`src/rtl/bus_gnt_req_pkg.sv`:
```
package bus_gnt_req_pkg;
   typedef enum logic [2:0] {
      GR_IDLE = 3'd0,
      GR_REQ  = 3'd1,
      GR_WREL = 3'd2,
      GR_OWN  = 3'd3,
      GR_HOLD = 3'd4
   } gr_state_t;
endpackage

```
`src/rtl/bus_gnt_sync.sv`:
```
module bus_gnt_sync #(
   parameter int W      = 6,
   parameter int STAGES = 2
) (
   input  logic         clk,
   input  logic         rst_n,
   input  logic [W-1:0] d,
   output logic [W-1:0] q
);
   logic [STAGES-1:0][W-1:0] stg;

   generate
      if (STAGES < 2) begin : g_bad_stages
         initial $error("bus_gnt_sync: STAGES must be at least 2");
      end
      if (W < 1) begin : g_bad_width
         initial $error("bus_gnt_sync: W must be at least 1");
      end
   endgenerate

   always_ff @(posedge clk or negedge rst_n) begin
      if (!rst_n) begin
         stg <= '1;
      end else begin
         stg[0] <= d;
         for (int i = 1; i < STAGES; i++) begin
            stg[i] <= stg[i-1];
         end
      end
   end

   assign q = stg[STAGES-1];
endmodule

```
`src/rtl/bus_gnt_release.sv`:
```
module bus_gnt_release #(
   parameter int SZACK_W  = 2,
   parameter bit HAS_TERM = 1'b1
) (
   input  logic               gack_s_n,
   input  logic               astb_s_n,
   input  logic [SZACK_W-1:0] szack_s_n,
   input  logic               term_s_n,
   input  logic               async_mode,
   output logic               rel_ok
);
   logic base_free;
   logic term_free;

   assign base_free = gack_s_n & astb_s_n & (&szack_s_n);

   generate
      if (HAS_TERM) begin : g_term
         assign term_free = term_s_n | ~async_mode;
      end else begin : g_noterm
         logic unused_term;
         assign unused_term = term_s_n ^ async_mode;
         assign term_free   = 1'b1;
      end
   endgenerate

   assign rel_ok = base_free & term_free;
endmodule

```
`src/rtl/bus_gnt_fsm.sv`:
```
module bus_gnt_fsm
   import bus_gnt_req_pkg::*;
(
   input  logic clk,
   input  logic rst_n,
   input  logic dma_need,
   input  logic dma_done,
   input  logic gnt_s,
   input  logic rel_ok,
   output logic req_n,
   output logic gack_out_n,
   output logic bus_owned
);
   gr_state_t state_q, state_d;

   always_comb begin
      state_d = state_q;
      unique case (state_q)
         GR_IDLE: if (dma_need) state_d = GR_REQ;
         GR_REQ: begin
            if (!dma_need)  state_d = GR_IDLE;
            else if (gnt_s) state_d = GR_WREL;
         end
         GR_WREL: begin
            if (!dma_need)   state_d = GR_IDLE;
            else if (!gnt_s) state_d = GR_REQ;
            else if (rel_ok) state_d = GR_OWN;
         end
         GR_OWN:  if (dma_done) state_d = GR_HOLD;
         GR_HOLD: state_d = GR_IDLE;
         default: state_d = GR_IDLE;
      endcase
   end

   always_ff @(posedge clk or negedge rst_n) begin
      if (!rst_n) state_q <= GR_IDLE;
      else        state_q <= state_d;
   end

   assign req_n      = ~((state_q == GR_REQ) || (state_q == GR_WREL));
   assign gack_out_n = ~((state_q == GR_OWN) || (state_q == GR_HOLD));
   assign bus_owned  = (state_q == GR_OWN);

   AST_ACK_NEEDS_REL: assert property (@(posedge clk) disable iff (!rst_n)
      $fell(gack_out_n) |-> ($past(rel_ok) && $past(gnt_s)));
   AST_REQ_OFF_OWNED: assert property (@(posedge clk) disable iff (!rst_n)
      !gack_out_n |-> req_n);
   AST_NO_PREEMPT: assert property (@(posedge clk) disable iff (!rst_n)
      (bus_owned && !dma_done) |=> bus_owned);
   AST_HOLD_CYCLE: assert property (@(posedge clk) disable iff (!rst_n)
      $fell(bus_owned) |-> !gack_out_n);
   AST_HOLD_RELEASE: assert property (@(posedge clk) disable iff (!rst_n)
      $fell(bus_owned) |=> gack_out_n);
endmodule

```
`src/rtl/bus_gnt_req.sv`:
```
module bus_gnt_req #(
   parameter int SZACK_W     = 2,
   parameter int SYNC_STAGES = 2,
   parameter bit HAS_TERM    = 1'b1
) (
   input  logic               clk,
   input  logic               rst_n,
   input  logic               dma_need,
   input  logic               dma_done,
   input  logic               async_mode,
   input  logic               gnt_n,
   input  logic               gack_in_n,
   input  logic               astb_in_n,
   input  logic [SZACK_W-1:0] szack_in_n,
   input  logic               term_in_n,
   output logic               req_n,
   output logic               gack_out_n,
   output logic               bus_owned
);
   localparam int SW = SZACK_W + 4;

   logic [SW-1:0] raw_v, syn_v;
   logic          rel_ok;

   generate
      if (SZACK_W < 1) begin : g_bad_szack
         initial $error("bus_gnt_req: SZACK_W must be at least 1");
      end
   endgenerate

   assign raw_v = {gnt_n, gack_in_n, astb_in_n, term_in_n, szack_in_n};

   bus_gnt_sync #(.W(SW), .STAGES(SYNC_STAGES)) u_sync (
      .clk   (clk),
      .rst_n (rst_n),
      .d     (raw_v),
      .q     (syn_v)
   );

   bus_gnt_release #(.SZACK_W(SZACK_W), .HAS_TERM(HAS_TERM)) u_rel (
      .gack_s_n   (syn_v[SW-2]),
      .astb_s_n   (syn_v[SW-3]),
      .szack_s_n  (syn_v[SZACK_W-1:0]),
      .term_s_n   (syn_v[SZACK_W]),
      .async_mode (async_mode),
      .rel_ok     (rel_ok)
   );

   bus_gnt_fsm u_fsm (
      .clk        (clk),
      .rst_n      (rst_n),
      .dma_need   (dma_need),
      .dma_done   (dma_done),
      .gnt_s      (~syn_v[SW-1]),
      .rel_ok     (rel_ok),
      .req_n      (req_n),
      .gack_out_n (gack_out_n),
      .bus_owned  (bus_owned)
   );
endmodule

```
`config.mk`:
```
export PLATFORM = sky130hd
export DESIGN_NAME = bus_gnt_req
export DESIGN_NICKNAME = d
export VERILOG_FILES = /design/src/rtl/bus_gnt_req_pkg.sv /design/src/rtl/bus_gnt_sync.sv /design/src/rtl/bus_gnt_release.sv /design/src/rtl/bus_gnt_fsm.sv /design/src/rtl/bus_gnt_req.sv
export SDC_FILE = /design/constraint.sdc
export NUM_CORES = 1
export LEC_CHECK = 0
export BUFFER_PORTS_ARGS = -buffer_cell sky130_fd_sc_hd__buf_2
export CAP_MARGIN = 15
export CORE_AREA = 2 2 39 41
export DETAILED_ROUTE_END_ITERATION = 7
export DIE_AREA = 0 0 41 43
export PLACE_DENSITY = 0.65
export SYNTH_ARGS = -nofsm -noshare
export SYNTH_HDL_FRONTEND = slang
export SYNTH_SLANG_ARGS = --single-unit
```
`constraint.sdc`:
```
create_clock -name clk -period 0.9 [get_ports clk]
set_input_delay 0.045 -clock clk [delete_from_list [all_inputs] [get_ports clk]]
set_output_delay 0.045 -clock clk [all_outputs]
set_load 0.01 [all_outputs]
```
Yosys cells after proc, flatten, opt, wreduce, memory -nomap -nowiden

Cells that the tools add are included.

Mux-type cells: 8
Equality and inequality tests: 8
Reduce and logical (&&, ||, !) cells: 5
Bitwise logic cells: 7

Operators with widths:

| cell                 | count |
|---|---|
| $mux W3              | 7 |
| $pmux W3 S4          | 1 |
| $eq A3 B2 Y1 const B | 2 |
| $ne A2 B2 Y1 const B | 2 |
| $ne A4 B4 Y1 const B | 1 |
| $reduce_and A4 Y1    | 1 |
| $and A1 B1 Y1        | 3 |
| $eq A3 B1 Y1 const B | 1 |
| $eq A3 B3 Y1 const B | 1 |
| $logic_not A3 Y1     | 1 |
| $ne A3 B3 Y1 const B | 1 |
| $not A1 Y1           | 3 |
| $logic_or A1 B1 Y1   | 2 |
| $reduce_and A2 Y1    | 1 |
| $or A1 B1 Y1         | 1 |

Input port bits: 11
Flip-flop bits (word level): 15

Logic depth before layout (Yosys ltp)

Depth after elaboration: 7
Depth in mapped cells: 3
Depth with buffers taken out: 3

Hierarchy

Synthesis repeated with hierarchy kept, for this count alone.

Cells, all modules: 40
Area, all modules: 555.5 um2

Modules (own cells, without submodules):

| module          | cells each | area an instance (um2) | seq. area each (um2) | times used |
|---|---|---|---|---|
| bus_gnt_sync    | 18         | 360.3                  | 315.3                | 1 |
| bus_gnt_fsm     | 18         | 172.7                  | 75.1                 | 1 |
| bus_gnt_release | 3          | 18.8                   | 0.0                  | 1 |
| bus_gnt_req     | 1          | 3.8                    | 0.0                  | 1 |

Worst setup path after synthesis

OpenSTA, ideal clock, no wires.

Kind: register to register
From: register u_sync.stg, in the netlist u_sync.q[5]
To: register u_fsm.state_q[1]
Period minus slack after synthesis: 0.960 ns
Arrival time: 0.841 ns
Slack: -0.060 ns
Setup time: 0.119 ns
Stages on the path, launching flop included: 4
Data required time: 0.781 ns
Cells stage by stage: dfstp_2 -> nand4bb_1 -> nand2_1 -> o21a_1

Cells in the longest elaborated chain, start to end: 3
Elaborated cells on any way between the ends: 6
Those cells by class: eq/ne (2); mux (3); reduce/logical (1)

RTL lines:

| item                             | RTL line           | source |
|---|---|---|
| start: declaration               | bus_gnt_sync.sv:10 | `logic [STAGES-1:0][W-1:0] stg;` |
| start signal: indexed assignment | bus_gnt_sync.sv:27 | `stg[i] <= stg[i-1];` |
| $mux W3                          | bus_gnt_fsm.sv:26  | `else if (!gnt_s) state_d = GR_REQ;` |
| $mux W3                          | bus_gnt_fsm.sv:25  | `if (!dma_need) state_d = GR_IDLE;` |
| $pmux W3 S4                      | bus_gnt_fsm.sv:18  | `unique case (state_q)` |
| end signal: assignment           | bus_gnt_fsm.sv:37  | `else state_q <= state_d;` |
| end: declaration                 | bus_gnt_fsm.sv:14  | `gr_state_t state_q, state_d;` |

Several ways; a longest one is shown, not always the timed one.
A chain may end at the register's enable or synchronous reset.

Worst setup path after layout

From: register u_fsm.state_q[1]
To: register u_fsm.state_q[0]

Cells in the longest elaborated chain, start to end: 3
Elaborated cells on any way between the ends: 10
Those cells by class: eq/ne (7); mux (1); reduce/logical (2)

RTL lines:

| item                                           | RTL line |
|---|---|
| $eq A3 B2 Y1 (tied with other cells)           | bus_gnt_fsm.sv:18 |
| $ne A4 B4 Y1 (no line) (tied with other cells) | - |
| $reduce_and A4 Y1 (no line)                    | - |

Several ways; a longest one is shown, not always the timed one.

==> results.json <==
{
  "root_buffer": "clkbuf_4",
  "antenna-diode-count": 0,
  "clkSinkCount": 15,
  "port_buffers": 13,
  "rsz0062_at_grt": "yes",
  "dp_slack_ns": -0.101,
  "vias": 336,
  "synthTopCellsByArea": "dfstp_2 (60%), dfrtp_1 (14%), nand4bb_1 (4.3%)",
  "yosysMostFrequentCell": "dfstp_2",
  "synth_warnings": 0,
  "rows": 14,
  "synth_fp_nets": 46,
  "wl_um": 826,
  "synth.avg_cell_area_um2": 15.0,
  "nNetsFinal": 75,
  "dr.pass1.iters": 3,
  "timing.slew.headroom_pct": 79.1,
  "seqCellArea_um2": 392,
  "crit_slowest_cell": "dfrtp_1",
  "ir_drop_v": 0.000968,
  "ant_nets": 0,
  "p_leak_nw": 0.348,
  "hold_path.class": "input port to register",
  "critPathMaxFanout": 3,
  "arrival_ns": 1.39,
  "dieArea_um2": 1760,
  "synth_edf_count": 0,
  "post-route-util_pct": 54.9,
  "powerDensity_nw_per_um2": 1730,
  "gp_congestion": 0.609,
  "path_cells": "buf_4 > buf_4 > nand2b_4 > a21boi_2 > a2bb2oi_2",
  "die_h_um": 43,
  "grt_max_degree": 16,
  "cts_buffer_depth": 2,
  "period_needed_ns": 1.18,
  "cts_buffers": 3,
  "critPathTopFamily": "flip-flops",
  "max_freq_mhz": 847,
  "ys_seq_area_share_pct": 74.3,
  "crit_path_frequent_cell": "buf_4",
  "netlist_instances": 35,
  "cpPeakStageDelay_ns": 0.43,
  "setup_violations": 5,
  "start_util_pct": 38.0,
  "finalWorstSetupSlack_ns": -0.281,
  "final_area_um2": 759,
  "area_growth_pct": 44.5,
  "layout-drive-gt1-share_pct": 65.1,
  "cts_tree": "done",
  "wl_per_cell_um": 10.5,
  "grt_pass1_wl_um": 1310,
  "grt_pass1_vias": 343,
  "synth.distinct_cells": 17,
  "async_reset_ff_share_pct": 100,
  "slew_violations": 0,
  "drcViolationCount": 0,
  "dp_hpwl_um": 532,
  "cap_viol_max_count": 0,
  "tns_ns": -1.28,
  "finalCritPeriodShare_pct": 131,
  "outcome": "finished with violations",
  "grt_util_all_layers_pct": 11.9,
  "finClkSkew_ns": 0.00442,
  "violations": "setup timing",
  "clkTransAtPathRegs_ns": 0.09,
  "syn_area_um2": 526,
  "crit_required_ns": 1.11,
  "ios": 14,
  "hold_violations": 0,
  "cp_num_buf_inv": 2,
  "yosys.area.top_type": "dfstp_2",
  "ys_top_cells_by_count": "dfstp_2 (12), dfrtp_1 (3), nand2_1 (3)",
  "startpoint_type": "register",
  "chipWidth_um": 41,
  "criticalPathCategory": "register to register",
  "via_per_inst": 4.25,
  "h-tree-depth": 1,
  "grt-ovfl-total": 0,
  "synth_seq_cells": 15,
  "antenna_found_initial": 0,
  "synth_top_area_share_pct": 60.0,
  "drt_iter0_drc": 2,
  "clkLatencyLatePin_ns": 0.28,
  "core_um2": 1380,
  "nFillCells": 112,
  "place_area_um2": 618,
  "multi_input_area_um2": 141,
  "synthFlopType": "dfstp_2",
  "end_kind": "register",
  "worst_pin_slew_ns": 0.313
}
[stage by stage]
stage / hold WS [ns] / cells / power [W]
3_5_place_dp: -0.0492 / 65 / 0.000891
6_report: 0.0143 / 79 / 0.00131
3_3_place_gp: -0.0483 / 65 / 0.000887
5_1_grt: 0.00702 / 79 / 0.00140
4_1_cts: 0.00482 / 78 / 0.00131
2_1_floorplan: -0.251 / 35 / 0.000824
[layer usage]
layer	up-vias	GRT usage [%]	wire length [um]
li1	172	-	-
met1	157	13.4	366
met2	7	17.5	425
met3	0	4.71	35
met4	0	8.00	0
met5	-	0	0
[path summary, 6_finish.rpt]
check / cells after the start / start / endpoint / slack (ns)
max in group asynchronous: 2 / rst_n / u_sync.stg[5]$_DFF_PN1_ / 0.42
setup reg to reg: 5 / u_fsm.state_q[1]$_DFFE_PN0P_ / u_fsm.state_q[0]$_DFFE_PN0P_ / -0.28
hold / removal: 2 / dma_done / u_fsm.state_q[2]$_DFFE_PN0P_ / 0.01
setup / recovery: 5 / u_fsm.state_q[1]$_DFFE_PN0P_ / u_fsm.state_q[0]$_DFFE_PN0P_ / -0.28
min in group asynchronous: 2 / rst_n / u_fsm.state_q[0]$_DFFE_PN0P_ / 0.19
hold reg to reg: 0 / u_sync.stg[1]$_DFF_PN1_ / u_sync.q[1]$_DFF_PN1_ / 0.36
[final cells by class]
cell class,count,share of cell area (%)
Timing Repair Buffer,24,22.2
Clock inverter,1,0.988
Multi-Input combinational cell,18,18.6
Clock buffer,3,2.97
Sequential cell,15,51.6
Tap cell,16,2.64
Inverter,2,0.988
[timing repair]
item / CTS / global route
pin swaps: 2 / 4
gates resized for setup: 2 / 3
hold buffers: 7 / 0
hold endpoints to repair: 21 / 0
buffers inserted: 2 / 1
cloned: 0 / 0
endpoints found under the setup margin: 5 / 5
[registers in the layout, indices dropped and copies added, names as in the netlist]
name           cells
u_sync.q           6
u_sync.stg         6
u_fsm.state_q      3
[layout by cell type, fill, tap and decap left out, drive strengths merged]
cell          n
a2bb2oi       1
o2111ai       1
clkbuf        3
buf          17
dfstp        12
nor2          3
dlygate4sd3   7
nand2         4
nand2b        1
and2          1
a21boi        1
inv           2
dfrtp         3
o21a          1
clkinvlp      1
and3          1
a21oi         1
xor2          1
nand4bb       2
[where the power goes]
part / internal (W) / total, W / leakage [nW] / switching (W)
sequential: 0.000735 / 0.000762 / 0.165 / 0.0000279
combinational: 0.000105 / 0.000173 / 0.169 / 0.0000672
clock: 0.000168 / 0.000379 / 0.0139 / 0.000210
total: 0.00101 / 0.00131 / 0.348 / 0.000305
[logic make-up after synthesis]
logic type	after synthesis	synth area share [%]
and+or+nand+nor	12	14.3
xor gates and xnor gates	1	1.67
DFF	15	74.3
AOI/OAI and AO/OA	5	8.33
buffers and inverters	2	1.43
Note: power is estimated with default switching activity, not from simulation.
